==> src/rtl/spi_frame_pkg.sv <==
package spi_frame_pkg;

  typedef enum logic [1:0] {
    ST_IDLE,
    ST_SEL,
    ST_SHIFT,
    ST_TAIL
  } ctrlState_t;

  typedef struct packed {
    logic load;
    logic toggle;
    logic sample;
    logic launch;
    logic done;
  } spiStrobe_t;

endpackage

==> src/rtl/spi_fifo.sv <==
module spi_fifo #(
  parameter int WIDTH = 16,
  parameter int DEPTH = 8
) (
  input  logic             clk,
  input  logic             rstN,
  input  logic             wr,
  input  logic [WIDTH-1:0] wdata,
  input  logic             rd,
  output logic [WIDTH-1:0] rdata,
  output logic             full,
  output logic             empty
);
  localparam int AW = (DEPTH > 1) ? $clog2(DEPTH) : 1;
  localparam int CW = $clog2(DEPTH + 1);

  logic [WIDTH-1:0] mem [DEPTH];
  logic [AW-1:0] wrPtr, rdPtr;
  logic [CW-1:0] count;
  logic wrOk, rdOk;

  assign full  = (count == CW'(DEPTH));
  assign empty = (count == '0);
  assign wrOk  = wr && !full;
  assign rdOk  = rd && !empty;
  assign rdata = mem[rdPtr];

  always_ff @(posedge clk) begin
    if (wrOk) mem[wrPtr] <= wdata;
  end

  always_ff @(posedge clk or negedge rstN) begin
    if (!rstN) begin
      wrPtr <= '0;
      rdPtr <= '0;
      count <= '0;
    end else begin
      if (wrOk) wrPtr <= (wrPtr == AW'(DEPTH - 1)) ? '0 : wrPtr + 1'b1;
      if (rdOk) rdPtr <= (rdPtr == AW'(DEPTH - 1)) ? '0 : rdPtr + 1'b1;
      case ({wrOk, rdOk})
        2'b10:   count <= count + 1'b1;
        2'b01:   count <= count - 1'b1;
        default: count <= count;
      endcase
    end
  end

  // occupancy never exceeds the depth
  a_r9_no_overflow: assert property (@(posedge clk) disable iff (!rstN)
    count <= CW'(DEPTH));

  // a write into a full queue leaves it unchanged
  a_r9_full_ignores_write: assert property (@(posedge clk) disable iff (!rstN)
    (full && wr && !rd) |=> (full && $stable(wrPtr)));

endmodule

==> src/rtl/spi_frame_ctrl.sv <==
module spi_frame_ctrl
  import spi_frame_pkg::*;
#(
  parameter int W       = 16,
  parameter int MIN_LEN = 4,
  parameter int DIV_W   = 8,
  parameter int LEN_W   = $clog2(W + 1)
) (
  input  logic             clk,
  input  logic             rstN,
  input  logic             enable,
  input  logic             cpha,
  input  logic [LEN_W-1:0] frameLen,
  input  logic [DIV_W-1:0] clkDiv,
  input  logic             txEmpty,
  output logic             selN,
  output logic             mosiOe,
  output logic             txPop,
  output logic [LEN_W-1:0] effLen,
  output spiStrobe_t       stb
);
  localparam int EC_W = LEN_W + 1;

  ctrlState_t state;
  logic [DIV_W-1:0] divCnt, divEff;
  logic [EC_W-1:0] edgeCnt, edgeNext, edgeLast;
  logic tick, more, sampleEdge;

  always_comb begin
    if (frameLen < LEN_W'(MIN_LEN))  effLen = LEN_W'(MIN_LEN);
    else if (frameLen > LEN_W'(W))   effLen = LEN_W'(W);
    else                             effLen = frameLen;
  end

  assign divEff     = (clkDiv == '0) ? DIV_W'(1) : clkDiv;
  assign tick       = (state != ST_IDLE) && (divCnt == divEff - 1'b1);
  assign edgeNext   = edgeCnt + 1'b1;
  assign edgeLast   = {effLen, 1'b0};
  assign more       = enable && !txEmpty;
  assign sampleEdge = edgeNext[0] ^ cpha;

  always_comb begin
    stb.load   = (state == ST_SEL) && tick;
    stb.toggle = (state == ST_SHIFT) && tick;
    stb.sample = stb.toggle && sampleEdge;
    stb.launch = stb.toggle && !sampleEdge;
    stb.done   = stb.toggle && (edgeNext == edgeLast);
  end

  assign txPop = stb.load;

  always_ff @(posedge clk or negedge rstN) begin
    if (!rstN) begin
      state   <= ST_IDLE;
      selN    <= 1'b1;
      mosiOe  <= 1'b0;
      divCnt  <= '0;
      edgeCnt <= '0;
    end else begin
      divCnt <= (state == ST_IDLE || tick) ? '0 : divCnt + 1'b1;
      case (state)
        ST_IDLE: if (more) begin
          selN   <= 1'b0;
          mosiOe <= 1'b1;
          state  <= ST_SEL;
        end
        ST_SEL: if (tick) begin
          edgeCnt <= '0;
          state   <= ST_SHIFT;
        end
        ST_SHIFT: if (tick) begin
          edgeCnt <= edgeNext;
          if (stb.done) state <= more ? ST_SEL : ST_TAIL;
        end
        default: if (tick) begin
          selN   <= 1'b1;
          mosiOe <= 1'b0;
          state  <= ST_IDLE;
        end
      endcase
    end
  end

  // select only falls after an enabled, non-empty queue was seen
  a_r2_start_gated: assert property (@(posedge clk) disable iff (!rstN)
    $fell(selN) |-> $past(enable && !txEmpty));

  // a word is only taken from a non-empty queue
  a_r2_load_nonempty: assert property (@(posedge clk) disable iff (!rstN)
    stb.load |-> !txEmpty);

  // the edge counter stays below 2N while shifting
  a_r5_edge_range: assert property (@(posedge clk) disable iff (!rstN)
    (state == ST_SHIFT) |-> (edgeCnt < edgeLast));

  // select stays low for the whole frame sequence
  a_r6_sel_low_busy: assert property (@(posedge clk) disable iff (!rstN)
    (state != ST_IDLE) |-> (!selN && mosiOe));

endmodule

==> src/rtl/spi_frame_datapath.sv <==
module spi_frame_datapath
  import spi_frame_pkg::*;
#(
  parameter int W     = 16,
  parameter int LEN_W = $clog2(W + 1)
) (
  input  logic             clk,
  input  logic             rstN,
  input  spiStrobe_t       stb,
  input  logic             cpol,
  input  logic             cpha,
  input  logic [LEN_W-1:0] effLen,
  input  logic [W-1:0]     txWord,
  input  logic             miso,
  output logic             sck,
  output logic             mosi,
  output logic [W-1:0]     rxWord,
  output logic             rxPush
);
  logic [W-1:0] txShift, rxShift, aligned;
  logic sckInt, mosiReg;

  assign aligned = txWord << (LEN_W'(W) - effLen);
  assign sck     = sckInt ^ cpol;
  assign mosi    = mosiReg;
  assign rxWord  = rxShift;

  always_ff @(posedge clk or negedge rstN) begin
    if (!rstN) begin
      txShift <= '0;
      rxShift <= '0;
      sckInt  <= 1'b0;
      mosiReg <= 1'b0;
      rxPush  <= 1'b0;
    end else begin
      rxPush <= stb.done;
      if (stb.toggle) sckInt <= !sckInt;
      if (stb.load) begin
        rxShift <= '0;
        if (cpha) begin
          txShift <= aligned;
          mosiReg <= 1'b0;
        end else begin
          txShift <= aligned << 1;
          mosiReg <= aligned[W-1];
        end
      end
      if (stb.launch) begin
        mosiReg <= txShift[W-1];
        txShift <= txShift << 1;
      end
      if (stb.sample) rxShift <= {rxShift[W-2:0], miso};
    end
  end

  // a pushed word carries nothing above bit N-1
  a_r7_zero_ext: assert property (@(posedge clk) disable iff (!rstN)
    rxPush |-> ((rxShift >> effLen) == '0));

  // after the last edge the clock is back at its idle phase
  a_r5_sck_home: assert property (@(posedge clk) disable iff (!rstN)
    stb.done |=> (sckInt == 1'b0));

endmodule

==> src/rtl/spi_frame_master.sv <==
module spi_frame_master
  import spi_frame_pkg::*;
#(
  parameter int DATA_W     = 16,
  parameter int MIN_LEN    = 4,
  parameter int FIFO_DEPTH = 8,
  parameter int DIV_W      = 8,
  parameter int LEN_W      = $clog2(DATA_W + 1)
) (
  input  logic              clk,
  input  logic              rstN,
  input  logic              enable,
  input  logic              cpol,
  input  logic              cpha,
  input  logic [LEN_W-1:0]  frameLen,
  input  logic [DIV_W-1:0]  clkDiv,
  input  logic [DATA_W-1:0] txData,
  input  logic              txWrite,
  output logic              txFull,
  output logic              txEmpty,
  output logic [DATA_W-1:0] rxData,
  input  logic              rxRead,
  output logic              rxEmpty,
  output logic              rxFull,
  output logic              rxOverrun,
  output logic              sck,
  output logic              selN,
  output logic              mosi,
  output logic              mosiOe,
  input  logic              miso
);
  spiStrobe_t stb;
  logic txPop, rxPush, rxWr;
  logic [LEN_W-1:0] effLen;
  logic [DATA_W-1:0] txWord, rxWord;

  spi_fifo #(.WIDTH(DATA_W), .DEPTH(FIFO_DEPTH)) txq_i (
    .clk(clk), .rstN(rstN), .wr(txWrite), .wdata(txData),
    .rd(txPop), .rdata(txWord), .full(txFull), .empty(txEmpty));

  spi_frame_ctrl #(.W(DATA_W), .MIN_LEN(MIN_LEN), .DIV_W(DIV_W), .LEN_W(LEN_W)) ctrl_i (
    .clk(clk), .rstN(rstN), .enable(enable), .cpha(cpha),
    .frameLen(frameLen), .clkDiv(clkDiv), .txEmpty(txEmpty),
    .selN(selN), .mosiOe(mosiOe), .txPop(txPop), .effLen(effLen), .stb(stb));

  spi_frame_datapath #(.W(DATA_W), .LEN_W(LEN_W)) dp_i (
    .clk(clk), .rstN(rstN), .stb(stb), .cpol(cpol), .cpha(cpha),
    .effLen(effLen), .txWord(txWord), .miso(miso), .sck(sck),
    .mosi(mosi), .rxWord(rxWord), .rxPush(rxPush));

  assign rxWr = rxPush && !rxFull;

  spi_fifo #(.WIDTH(DATA_W), .DEPTH(FIFO_DEPTH)) rxq_i (
    .clk(clk), .rstN(rstN), .wr(rxWr), .wdata(rxWord),
    .rd(rxRead), .rdata(rxData), .full(rxFull), .empty(rxEmpty));

  always_ff @(posedge clk or negedge rstN) begin
    if (!rstN)                 rxOverrun <= 1'b0;
    else if (rxPush && rxFull) rxOverrun <= 1'b1;
  end

  // idle lines sit at their rest levels
  a_r1_idle_lines: assert property (@(posedge clk) disable iff (!rstN)
    selN |-> ((sck == cpol) && !mosiOe));

  // the overrun flag never clears on its own
  a_r8_overrun_sticky: assert property (@(posedge clk) disable iff (!rstN)
    rxOverrun |=> rxOverrun);

endmodule

==> config.mk <==
export PLATFORM = sky130hd
export DESIGN_NAME = spi_frame_master
export DESIGN_NICKNAME = d
export VERILOG_FILES = /design/src/rtl/spi_frame_pkg.sv /design/src/rtl/spi_fifo.sv /design/src/rtl/spi_frame_ctrl.sv /design/src/rtl/spi_frame_datapath.sv /design/src/rtl/spi_frame_master.sv
export SDC_FILE = /design/constraint.sdc
export NUM_CORES = 1
export LEC_CHECK = 0
export BUFFER_PORTS_ARGS = -buffer_cell sky130_fd_sc_hd__buf_4
export CAP_MARGIN = 20
export CORE_ASPECT_RATIO = 1.2
export CORE_UTILIZATION = 62
export CTS_BUF_LIST = sky130_fd_sc_hd__clkbuf_2
export DETAILED_ROUTE_END_ITERATION = 6
export GPL_TIMING_DRIVEN = 0
export PLACE_DENSITY = 0.91
export SYNTH_ARGS = -nofsm -noshare
export SYNTH_HDL_FRONTEND = slang
export SYNTH_SLANG_ARGS = --single-unit
==> constraint.sdc <==
create_clock -name clk -period 3.8 [get_ports clk]
set_input_delay 0.19 -clock clk [delete_from_list [all_inputs] [get_ports clk]]
set_output_delay 0.19 -clock clk [all_outputs]
set_load 0.1 [all_outputs]
==> out/results.tsv <==
metric	value	unit
Syn Area/Cell	14.85	sq um
clock sinks	330	
Crit Path Max Fanout	10	
startpoint types	flip-flop	
Seq cells post-synth	330	
site row count	61	
Final Hold Fails	0	
final wirelength	32.89	mm
# setup viols final	0	
Pwr per Cell Area	542.7	mW/mm^2
Final Cell Area	0.01688	sq mm
Post-DP Area	0.01591	sq mm
total CTS buffers	75	
share of cells above drive strength 1	27.44	%
Post-Synthesis Cells	996	
initial antenna violation count	1	
reg-to-reg critical path startpoint	ctrl_i.divCnt[2]	
Ys Warns	0	
Syn-to-layout area delta	14.12	%
first-pass GRT wire length	51.36	mm
CTS H-tree depth	3	
fin. max-slew vios	0	
TritonRoute pass-1 iters	6	
latest clock arrival within the worst-skew pair	0.87	ns
die width	143.0	um
met1 Track Usage GR	29.81	%
fin crit share	90.76	%
max cap viols	0	
GRT Util Overall	28.42	%
post-layout min period	3.449	ns
part of the Yosys area used for sequential elements	64.51	%
DRT antenna net count	0	
hold path start	frameLen[3]	
ys async rst share	22.42	%
EDFF count, synth	256	
Yosys top cell area share	51.98	%
HPWL after DPL	22.39	mm
die extent in y	171.2	um
Critical path origin	rxq_i.rdPtr[0]	
CTS tree	yes	
Crit path required time	3.61	ns
Crit Path Class	reg2out	
Sum Neg Setup Slack	0	ns
routing usage on met2	54.59	%
post-synth cell types	74	
Top FF cell, synth	edfxtp_1	
Synth area leaders	edfxtp_1 (52%), dfrtp_1 (12%), mux4_2 (7.0%)	
status	completed	
area of the mapped netlist	0.01479	sq mm
Reg area	0.009540	sq mm
GR peak layer	met2	
setup bufs post-CTS	0	
GRT Residual Overflow	0	
core area	0.02328	sq mm
skew final	0.06982	ns
Arrival @ worst endpoint	3.26	ns
Fill cells	1428	
Avg Vias per Cell	6.070	
Longest Clk Path Bufs	3	
Starting Density	63.53	%
I/O Pins	62	
final total power	9.159	mW
port bufs	60	
WL per Instance	21.24	um
vias in the first global route	9909	
crit end category	output port	
routed vias	9397	
GR Util met3	4.594	%
DRC viols	0	
worst vdd ir	0.3945	mV
Slew HR	31.44	%
hold crit path type	in2reg	
area leader, netlist	edfxtp_1	
die area	0.02448	sq mm
P_leak	6.018	nW
Final #Nets	1236	
RSZ-0062 raised after global routing	false	
Clock Pin Slew Worst Setup and Hold Paths	0.10	ns
1st-iter DRT viols	737	
Net Count, Synth	1056	
GP Congestion	0.9384	
Worst-Margin Slew	1.027	ns
multi-input logic area	0.004979	sq mm
FMAX	290.0	MHz
root buf cell	clkbuf_2	
largest net degree at the start of global routing	70	
==> layout by cell type, fill, tap and decap left out, types with 25 or more instances in the layout <==
master         count
clkbuf_1          26
mux2i_1           43
o21ai_0           35
mux2_2            25
buf_4             67
nor2_1            51
dlygate4sd3_1     27
edfxtp_1         256
dfrtp_1           73
clkbuf_2         109
nand2_1           77
mux4_2            46
==> timing repair <==
action | 4_1_cts | 5_1_grt
gates resized for setup | 4 | 2
endpoints found under the hold margin | 236 | 0
hold buffers | 27 | 0
endpoints found under the setup margin | 6 | 10
==> cells by family after synthesis <==
family	Yosys count	synth area share [%]
DFF	330	64.51
muxes	123	13.23
xor gates and xnor gates	31	1.836
adders and majority gates	23	2.048
and+or+nand+nor	247	7.911
AOI/OAI and AO/OA	171	8.038
buffers and inverters	71	2.420
==> final cells by class <==
type	count	area share, %
flip-flops and latches	330	56.53
multi-input cells	595	29.50
repair buffers	103	5.405
clock buffers	107	3.173
well taps	315	2.335
plain buffers	51	1.772
clock inverters	26	0.8230
inverters	20	0.4448
diodes	1	0.01483
==> through the flow <==
step | utilization (%) | setup WS (ns) | instances | hold WS [ns]
after floorplan | - | 0.5813 | 996 | -0.1056
after global placement | 67.28 | -0.5179 | 1371 | 0.3765
after detailed placement | 68.36 | -0.1729 | 1387 | 0.3819
after CTS | 72.48 | 0.01955 | 1547 | 0.02908
after global routing | 72.50 | 0.1734 | 1548 | 0.07529
final | 72.50 | 0.3511 | 1548 | 0.07015
==> Yosys cell counts (all sizes together) (3+ instances only) <==
master / number
o211ai: 13
xnor2: 17
o31ai: 8
edfxtp: 256
ha: 21
a21oi: 23
nand3: 24
nor3: 26
and3: 10
a32oi: 3
o21ai: 55
mux2: 26
mux2i: 45
inv: 18
a2bb2oi: 3
a221oi: 5
nand4: 6
xor2: 14
a22oi: 24
nand2: 83
nor2: 60
nor4: 5
o22ai: 6
o21a: 4
a211o: 4
clkbuf: 27
nand2b: 10
and2: 5
mux4: 52
or2: 3
buf: 24
nor2b: 4
o311ai: 4
a31oi: 3
dfrtp: 73
a21o: 5
==> registers in the layout (all words and copies together), names as in the netlist <==
signal          cells
ctrl_i.divCnt       8
ctrl_i.edgeCnt      6
ctrl_i.mosiOe       1
ctrl_i.selN         1
ctrl_i.state        2
dp_i.mosi           1
dp_i.rxPush         1
dp_i.rxWord        16
dp_i.sckInt         1
dp_i.txShift       16
rxOverrun           1
rxq_i.count         4
rxq_i.mem         128
rxq_i.rdPtr         3
rxq_i.wrPtr         3
txq_i.count         4
txq_i.mem         128
txq_i.rdPtr         3
txq_i.wrPtr         3
==> power breakdown <==
group / internal, mW / leakage [nW] / switching [mW] / total, mW
registers: 4.25 / 3.14 / 0.264 / 4.51
logic: 0.932 / 2.37 / 1.52 / 2.45
clock network: 0.830 / 0.510 / 1.36 / 2.19
total: 6.01 / 6.02 / 3.15 / 9.16
==> worst max-delay path: stages, from the launching register on <==
cell and delay [ns]:
dfrtp_1 0.37, clkbuf_1 0.39, clkdlybuf4s15_2 0.55, mux4_2 0.57, mux2_2 0.29, buf_4 0.24
==> worst paths after layout <==
check / cells past startpoint / slack, ns / endpoint
min reg2reg: 1 / 0.47 / rxOverrun
max: 5 / 0.35 / rxData[5]
max reg2reg: 12 / 0.37 / txq_i.count[3]
max in group asynchronous: 4 / 1.84 / txq_i.wrPtr[0]
min in group asynchronous: 3 / 0.52 / txq_i.rdPtr[0]
min: 5 / 0.07 / dp_i.txShift[7]
==> metal layers <==
metal | vias up | wire length (um)
li1 | 4282 | -
met1 | 4629 | 11410
met2 | 389 | 18630
met3 | 97 | 1813
met4 | 0 | 1037
met5 | - | 0
(Power assumes the default switching activity.)
